$ cat config.mk
export PLATFORM = sky130hd
export DESIGN_NAME = magstripe_track_decoder
export DESIGN_NICKNAME = d
export VERILOG_FILES = /design/src/rtl/mst_pkg.sv /design/src/rtl/mst_sync.sv /design/src/rtl/mst_edge.sv /design/src/rtl/mst_framer.sv /design/src/rtl/magstripe_track_decoder.sv
export SDC_FILE = /design/constraint.sdc
export NUM_CORES = 1
export LEC_CHECK = 0
export ABC_AREA = 1
export BUFFER_PORTS_ARGS = -buffer_cell sky130_fd_sc_hd__clkbuf_2
export CORE_UTILIZATION = 47
export CTS_CLUSTER_DIAMETER = 60
export DETAILED_ROUTE_END_ITERATION = 12
export MAX_ROUTING_LAYER = met4
export PLACE_DENSITY = 0.71
export RECOVER_POWER = 25
export SLEW_MARGIN = 20
export SYNTH_ARGS = -nofsm -noshare
export SYNTH_HDL_FRONTEND = slang
export SYNTH_HIERARCHICAL = 1
export SYNTH_SLANG_ARGS = --single-unit
$ cat constraint.sdc
create_clock -name clk -period 1.72 [get_ports clk]
set_input_delay 0.086 -clock clk [delete_from_list [all_inputs] [get_ports clk]]
set_output_delay 0.086 -clock clk [all_outputs]
set_load 0.05 [all_outputs]
$ cat src/rtl/mst_pkg.sv
package mst_pkg;
  localparam int MST_CHAR_BITS = 7;
  localparam int MST_CODE_BITS = 6;
  localparam int MST_SYNC_STAGES = 2;
  localparam logic [7:0] MST_ASCII_OFFSET = 8'h20;

  // Track code to display byte: plain offset into the printable range.
  function automatic logic [7:0] mst_code_to_ascii(input logic [MST_CODE_BITS-1:0] code);
    return 8'(code) + MST_ASCII_OFFSET;
  endfunction
endpackage

$ cat src/rtl/mst_sync.sv
module mst_sync #(
  parameter int STAGES = 2,
  parameter logic RST_VAL = 1'b1
) (
  input  logic clk,
  input  logic rst,
  input  logic d_async,
  output logic q_sync
);
  logic [STAGES-1:0] chain;

  generate
    if (STAGES == 1) begin : g_one
      always_ff @(posedge clk) begin
        if (rst) chain <= RST_VAL;
        else     chain <= d_async;
      end
    end else begin : g_many
      always_ff @(posedge clk) begin
        if (rst) chain <= {STAGES{RST_VAL}};
        else     chain <= {chain[STAGES-2:0], d_async};
      end
    end
  endgenerate

  assign q_sync = chain[STAGES-1];
endmodule

$ cat src/rtl/mst_edge.sv
module mst_edge (
  input  logic clk,
  input  logic rst,
  input  logic level,
  output logic fall
);
  logic level_q;

  always_ff @(posedge clk) begin
    if (rst) level_q <= 1'b1;
    else     level_q <= level;
  end

  assign fall = level_q & ~level;
endmodule

$ cat src/rtl/mst_framer.sv
module mst_framer #(
  parameter int CHAR_BITS = 7,
  parameter int CODE_BITS = 6,
  localparam int CNT_W = $clog2(CHAR_BITS)
) (
  input  logic                 clk,
  input  logic                 rst,
  input  logic                 enable,
  input  logic                 sample,
  input  logic                 bit_in,
  output logic                 started,
  output logic [CNT_W-1:0]     bit_cnt,
  output logic                 char_done,
  output logic [CODE_BITS-1:0] char_code,
  output logic                 char_parity
);
  localparam logic [CNT_W-1:0] LAST = CNT_W'(CHAR_BITS - 1);

  logic [CHAR_BITS-1:0] shreg;
  logic [CHAR_BITS-1:0] word_next;

  assign word_next = {bit_in, shreg[CHAR_BITS-1:1]};

  always_ff @(posedge clk) begin
    if (rst || !enable) begin
      started <= 1'b0;
      bit_cnt <= '0;
      shreg   <= '0;
    end else if (sample) begin
      if (!started) begin
        if (bit_in) begin
          started <= 1'b1;
          bit_cnt <= CNT_W'(1);
          shreg   <= word_next;
        end
      end else begin
        shreg   <= word_next;
        bit_cnt <= (bit_cnt == LAST) ? '0 : bit_cnt + CNT_W'(1);
      end
    end
  end

  assign char_done   = enable && sample && started && (bit_cnt == LAST);
  assign char_code   = word_next[CODE_BITS-1:0];
  assign char_parity = word_next[CHAR_BITS-1];
endmodule

$ cat src/rtl/magstripe_track_decoder.sv
module magstripe_track_decoder
  import mst_pkg::*;
#(
  parameter int CHAR_BITS = MST_CHAR_BITS,
  parameter int CODE_BITS = MST_CODE_BITS,
  parameter int SYNC_STAGES = MST_SYNC_STAGES,
  localparam int CNT_W = $clog2(CHAR_BITS)
) (
  input  logic       clk,
  input  logic       rst,
  input  logic       card_n,
  input  logic       data_n,
  input  logic       strobe_n,
  output logic       wr_en,
  output logic [7:0] wr_byte
);
  logic card_sync_n;
  logic strobe_sync;
  logic card_present;
  logic sample_evt;
  logic data_bit;
  logic started;
  logic [CNT_W-1:0] bit_cnt;
  logic char_done;
  logic [CODE_BITS-1:0] char_code;
  logic char_parity;

  mst_sync #(.STAGES(SYNC_STAGES), .RST_VAL(1'b1)) u_card_sync (
    .clk(clk), .rst(rst), .d_async(card_n), .q_sync(card_sync_n)
  );

  mst_sync #(.STAGES(SYNC_STAGES), .RST_VAL(1'b1)) u_strobe_sync (
    .clk(clk), .rst(rst), .d_async(strobe_n), .q_sync(strobe_sync)
  );

  mst_edge u_edge (
    .clk(clk), .rst(rst), .level(strobe_sync), .fall(sample_evt)
  );

  assign card_present = ~card_sync_n;
  assign data_bit     = ~data_n;

  mst_framer #(.CHAR_BITS(CHAR_BITS), .CODE_BITS(CODE_BITS)) u_framer (
    .clk(clk), .rst(rst), .enable(card_present), .sample(sample_evt),
    .bit_in(data_bit), .started(started), .bit_cnt(bit_cnt),
    .char_done(char_done), .char_code(char_code), .char_parity(char_parity)
  );

  always_ff @(posedge clk) begin
    if (rst) begin
      wr_en   <= 1'b0;
      wr_byte <= 8'h00;
    end else begin
      wr_en <= char_done;
      if (char_done) wr_byte <= mst_code_to_ascii(char_code);
    end
  end
endmodule

==> results of run 1 <==
## layout make-up
type	count	area [um2]	share of cell area
inverter	18	67.56	0.06870
clock buffer	3	22.52	0.02290
tap	24	30.03	0.03053
multi-input combinational	68	296.5	0.3015
timing repair buffer	17	101.3	0.1031
clock inverter	1	5.005	0.005089
sequential	23	460.4	0.4682
## layout by cell type (no fill, tap or decap)
| cell | n |
|---|---|
| dfxtp_1 | 23 |
| nand2_1 | 21 |
| nor2_1 | 18 |
| inv_1 | 16 |
| a21oi_1 | 10 |
| clkbuf_2 | 9 |
| o21ai_0 | 7 |
| nand3_1 | 7 |
| clkbuf_4 | 3 |
| dlygate4sd3_1 | 3 |
| clkbuf_1 | 3 |
| inv_2 | 2 |
| buf_4 | 2 |
| nand2_2 | 2 |
| a21oi_2 | 1 |
| conb_1 | 1 |
| clkinv_2 | 1 |
| nor3_1 | 1 |
## worst register-to-register path, stage by stage (launching register included)
cell and delay, ns:
dfxtp_1 0.33, inv_1 0.04, nor2_1 0.20, nand2_1 0.12, nor3_1 0.17, buf_4 0.17, inv_2 0.07, nor2_1 0.10
nor2_1 0.05
## metal layers
metal	track usage	routed length (um)
met4	0.1394	17
met3	0.06531	58
met5	-	0
met2	0.2824	739
met1	0.2092	752
## metrics by stage
stage	hold WS, ns	cell area (um2)	cells	power [mW]	setup slack, ns
2_1_floorplan	0.1484	843.3	111	0.5730	0.1152
4_1_cts	0.007994	977.2	153	0.8270	0.4163
5_1_grt	0.1015	983.4	154	0.8578	0.2636
3_5_place_dp	0.2623	929.6	147	0.5812	0.4321
6_report	0.1319	983.4	154	0.8158	0.3832
3_3_place_gp	0.2597	929.6	147	0.5805	0.4688
## worst paths after layout
kind | from | endpoint | slack (ns) | depth (start not counted)
worst max-delay path | u_edge/level_q | wr_byte[0] | 0.38 | 8
worst min-delay path | data_n | u_framer/started | 0.13 | 4
worst max register to register | u_edge/level_q | wr_byte[0] | 0.38 | 8
worst min register to register | u_card_sync/chain[0] | u_card_sync/chain[1] | 0.42 | 2
## report_power, final
group	internal [mW]	total [mW]	switching (mW)
logic	0.0126	0.0353	0.0227
registers	0.538	0.539	0.00163
clock network	0.0868	0.241	0.154
## flip-flops by register name, indices dropped and copies added (netlist names)
register             flops
wr_byte                  7
u_framer/shreg           6
wr_en                    1
u_card_sync/chain        2
u_framer/started         1
u_strobe_sync/chain      2
u_framer/bit_cnt         3
u_edge/level_q           1
## timing repair
| item | 4_1_cts | 5_1_grt |
|---|---|---|
| resized for setup | 0 | 0 |
| hold buffers | 2 | 1 |
| hold endpoints to repair | 2 | 1 |
==> impl_metrics.tcl, run 1 <==
set metrics [dict create \
    antenna_found_initial 0 \
    htreeDepth 1 \
    syn_area_per_cell_um2 7.597 \
    remaining_drc_errors 0 \
    num_vias 737 \
    synth_cells 111 \
    die_h_um 44.36 \
    crit_path_start_kind "flop" \
    clock-sinks 23 \
    cpMaxStageDelayCell "dfxtp_1" \
    post_cts_buffers 0 \
    dr.pass1.iters 4 \
    gp_congestion 0.7507 \
    final_hold_viol_count 0 \
    drtAntennaViolNets 0 \
    path_buf_inv 3 \
    crit_family "simple AND/OR/NAND/NOR gates" \
    maxSlewViolCount 0 \
    numCtsBuffers 3 \
    finalWirelength_mm 1.567 \
    cp_data_required_time_ns 1.94 \
    synth_warnings 6 \
    rsz0062_at_grt "no" \
    grt_max_degree 14 \
    ir_drop_mv 0.5781 \
    end_kind "flop" \
    fin_nets 136 \
    io_pins 14 \
    crit_top_cell "nor2_1" \
    grt_usage 0.1900 \
    syn_area_um2 843.3 \
    p_leak_nw 0.4657 \
    critical_path_class "flop to flop" \
    min_period_ns 1.337 \
    hpwlAfterDp_mm 1.116 \
    path_clk_slew_ns 0.12 \
    coreArea_um2 1594 \
    portBuffers 12 \
    critPathMaxStageDelay_ns 0.33 \
    cts_tree "done" \
    setup_viol 0 \
    first_iter_violations 23 \
    critPathArrivalTime_ns 1.55 \
    cp_cell_sequence "inv_1, nor2_1, nand2_1, nor3_1, buf_4, inv_2, nor2_1, nor2_1" \
    period_share 0.7772 \
    grt_overflow 0 \
    antennaDiodeCount 0 \
    syn-num-nets 116 \
    cts_max_path_buffers 2 \
    avgViaCountPerCell 4.786 \
    dieArea_um2 1968 \
    fmaxAchievable_mhz 748.0 \
    grt_pass1_wl_mm 2.546 \
    wire_per_inst_um 10.18 \
    crit_fanout 8 \
    setup_tns_ns 0 \
    worst_skew_pair.late_latency_ns 0.30 \
    fp.dieW_um 44.36 \
    syn_to_final_growth_pct 16.62 \
    pwr_density_cell_nw_per_um2 829.6 \
    maxSlewHeadroom 0.6057 \
    initial_core_util 0.5290 \
    drive_above_1_share 0.1538 \
    fp-row-count 14 \
    hold_path_class "input port to flop" \
    grt_pass1_vias 678 \
    worstMarginPinSlew_ns 0.5940 \
    outcome "finished clean" \
    fin_skew_ns 0.002627 \
    post-route-util 0.6170 \
    root_buffer "clkbuf_4" \
    cap_viol_max_count 0 \
    fill_cells 163 \
]
Note: power is estimated with default switching activity, not from simulation.
==> inputs of run 2 (changes only) <==
CORE_UTILIZATION = 52   (was 47)
PLACE_DENSITY = 0.74   (was 0.71)
clock period = 1.35 ns   (was 1.72 ns; I/O delays follow)
==> run 2 against run 1 <==
- sequential power grew 27%
- global-route usage grew 0.13 points
- die area shrank 9.2%
- largest power group unchanged
- highest routed layer unchanged
==> impl_metrics.tcl, run 2 (synthesis gave the netlist of run 1 again) <==
set metrics [dict create \
    antenna_found_initial 0 \
    pwr_density_cell_nw_per_um2 1038 \
    avgViaCountPerCell 4.789 \
    outcome "finished clean" \
    wire_per_inst_um 9.524 \
    numCtsBuffers 3 \
    drive_above_1_share 0.2061 \
    grt_usage 0.1913 \
    fp-row-count 14 \
    regArea_um2 460.4 \
    dr.pass1.iters 4 \
    min_path_cells 2 \
    cts_max_path_buffers 2 \
    io_pins 14 \
    coreArea_um2 1506 \
    setup_tns_ns 0 \
    num_vias 704 \
    path_buf_inv 2 \
    antennaDiodeCount 0 \
    ir_drop_mv 0.6949 \
    grt_pass1_wl_mm 2.518 \
    setup_viol 0 \
    r2r_slack_ns 0.09 \
    critPathMaxStageDelay_ns 0.41 \
    remaining_drc_errors 0 \
    crit_path_start_kind "flop" \
    end_kind "flop" \
    min_period_ns 1.258 \
    placed_cells 139 \
    cp_cell_sequence "nand2_2, nor3_4, inv_2, buf_4, nor2_1" \
    final_hold_viol_count 0 \
    reg2regPathDepth 5 \
    syn_to_final_growth_pct 18.40 \
    cpMaxStageDelayCell "dfxtp_1" \
    maxSlewHeadroom 0.6080 \
    htreeDepth 1 \
    r2r-start "u_framer/bit_cnt[1]" \
    largestRegisters "wr_byte: 7 flops, u_framer/shreg: 6 flops, u_framer/bit_cnt: 3 flops" \
    cap_viol_max_count 0 \
    fin_skew_ns 0.001826 \
    finalWirelength_mm 1.400 \
    gp_congestion 0.8112 \
    critPathArrivalTime_ns 1.51 \
    hpwlAfterDp_mm 1.028 \
    crit_cells 5 \
    critical_path_class "flop to flop" \
    grt_overflow 0 \
    fin_cells 147 \
    dpl_worst_slack_ns 0.07570 \
    p_leak_nw 0.4887 \
    drtAntennaViolNets 0 \
    fill_cells 129 \
    worstMarginPinSlew_ns 0.5906 \
    clock-sinks 23 \
    timing.rr.end "wr_en" \
    path_clk_slew_ns 0.12 \
    cts_tree "done" \
    min_to "wr_byte[6]" \
    largest_reg_flops 7 \
    fmaxAchievable_mhz 795.0 \
    die_h_um 42.27 \
    crit_fanout 7 \
    root_buffer "clkbuf_4" \
    grt_max_degree 14 \
    cp_data_required_time_ns 1.60 \
    setup_slack_ns 0.09220 \
    hold_path_startpoint "rst" \
    initial_core_util 0.5598 \
    first_iter_violations 14 \
    layout_commonest_cell "dfxtp_1" \
    portBuffers 12 \
    grt_pass1_vias 611 \
    post-route-util 0.6628 \
    regMostFlops "wr_byte" \
    rsz0062_at_grt "no" \
    final_cell_mix "dfxtp_1 (23), nand2_1 (20), inv_1 (16), nor2_1 (16)" \
    worst_skew_pair.late_latency_ns 0.30 \
    maxSlewViolCount 0 \
    dieArea_um2 1787 \
    period_share 0.9317 \
    multi_input_area_um2 315.3 \
    fin_nets 137 \
    hold_path_class "input port to flop" \
    crit_family "simple AND/OR/NAND/NOR gates" \
    fp.dieW_um 42.27 \
]
==> run 2: power breakdown <==
| part | internal (mW) | switching, mW | total [mW] |
|---|---|---|---|
| Clock | 0.111 | 0.194 | 0.304 |
| Sequential | 0.685 | 0.00224 | 0.687 |
| Combinational | 0.0163 | 0.0289 | 0.0452 |
==> run 2: final cells by class <==
class,instances,share of cell area
timing repair buffer,18,0.1078
tap,16,0.02005
inverter,18,0.06767
clock buffer,3,0.02256
clock inverter,1,0.005013
sequential,23,0.4612
multi-input combinational,68,0.3158
==> run 2: per-layer routing <==
layer  global-route usage  share of wire
met5                    -              0
met4              0.09375          0.015
met3              0.05172          0.036
met2               0.2738           0.43
met1               0.2500           0.51
==> run 2: per-stage QoR <==
step / area [um2] / power [mW] / hold slack, ns
5_1_grt: 998.5 / 1.090 / 0.008644
3_3_place_gp: 930.9 / 0.7413 / 0.2384
2_1_floorplan: 854.6 / 0.7306 / 0.1299
6_report: 998.5 / 1.037 / 0.008174
3_5_place_dp: 930.9 / 0.7427 / 0.2489
4_1_cts: 978.4 / 1.052 / 0.0001931
==> run 2: worst register-to-register path: cells and delay by family (launching register included) <==
family	cells	cell delay [ns]
buffers and inverters	2	0.28
and+or+nand+nor	3	0.53
DFF	1	0.41
==> run 2: worst max path at each step <==
stage / start / endpoint / slack [ns]
2_1_floorplan: u_edge/level_q / wr_byte[0] / 0.02
3_3_place_gp: u_framer/bit_cnt[1] / wr_byte[4] / 0.11
3_5_place_dp: u_framer/bit_cnt[1] / wr_byte[4] / 0.08
4_1_cts: u_edge/level_q / wr_byte[4] / 0.05
5_1_grt: u_edge/level_q / wr_en / 0.02
6_report: u_framer/bit_cnt[1] / wr_en / 0.09
==> run 2: what timing repair did <==
action	4_1_cts	5_1_grt
hold buffers	2	0
endpoints found under the hold margin	2	0
gates resized for setup	0	3
endpoints found under the setup margin	0	8
setup buffers	0	2
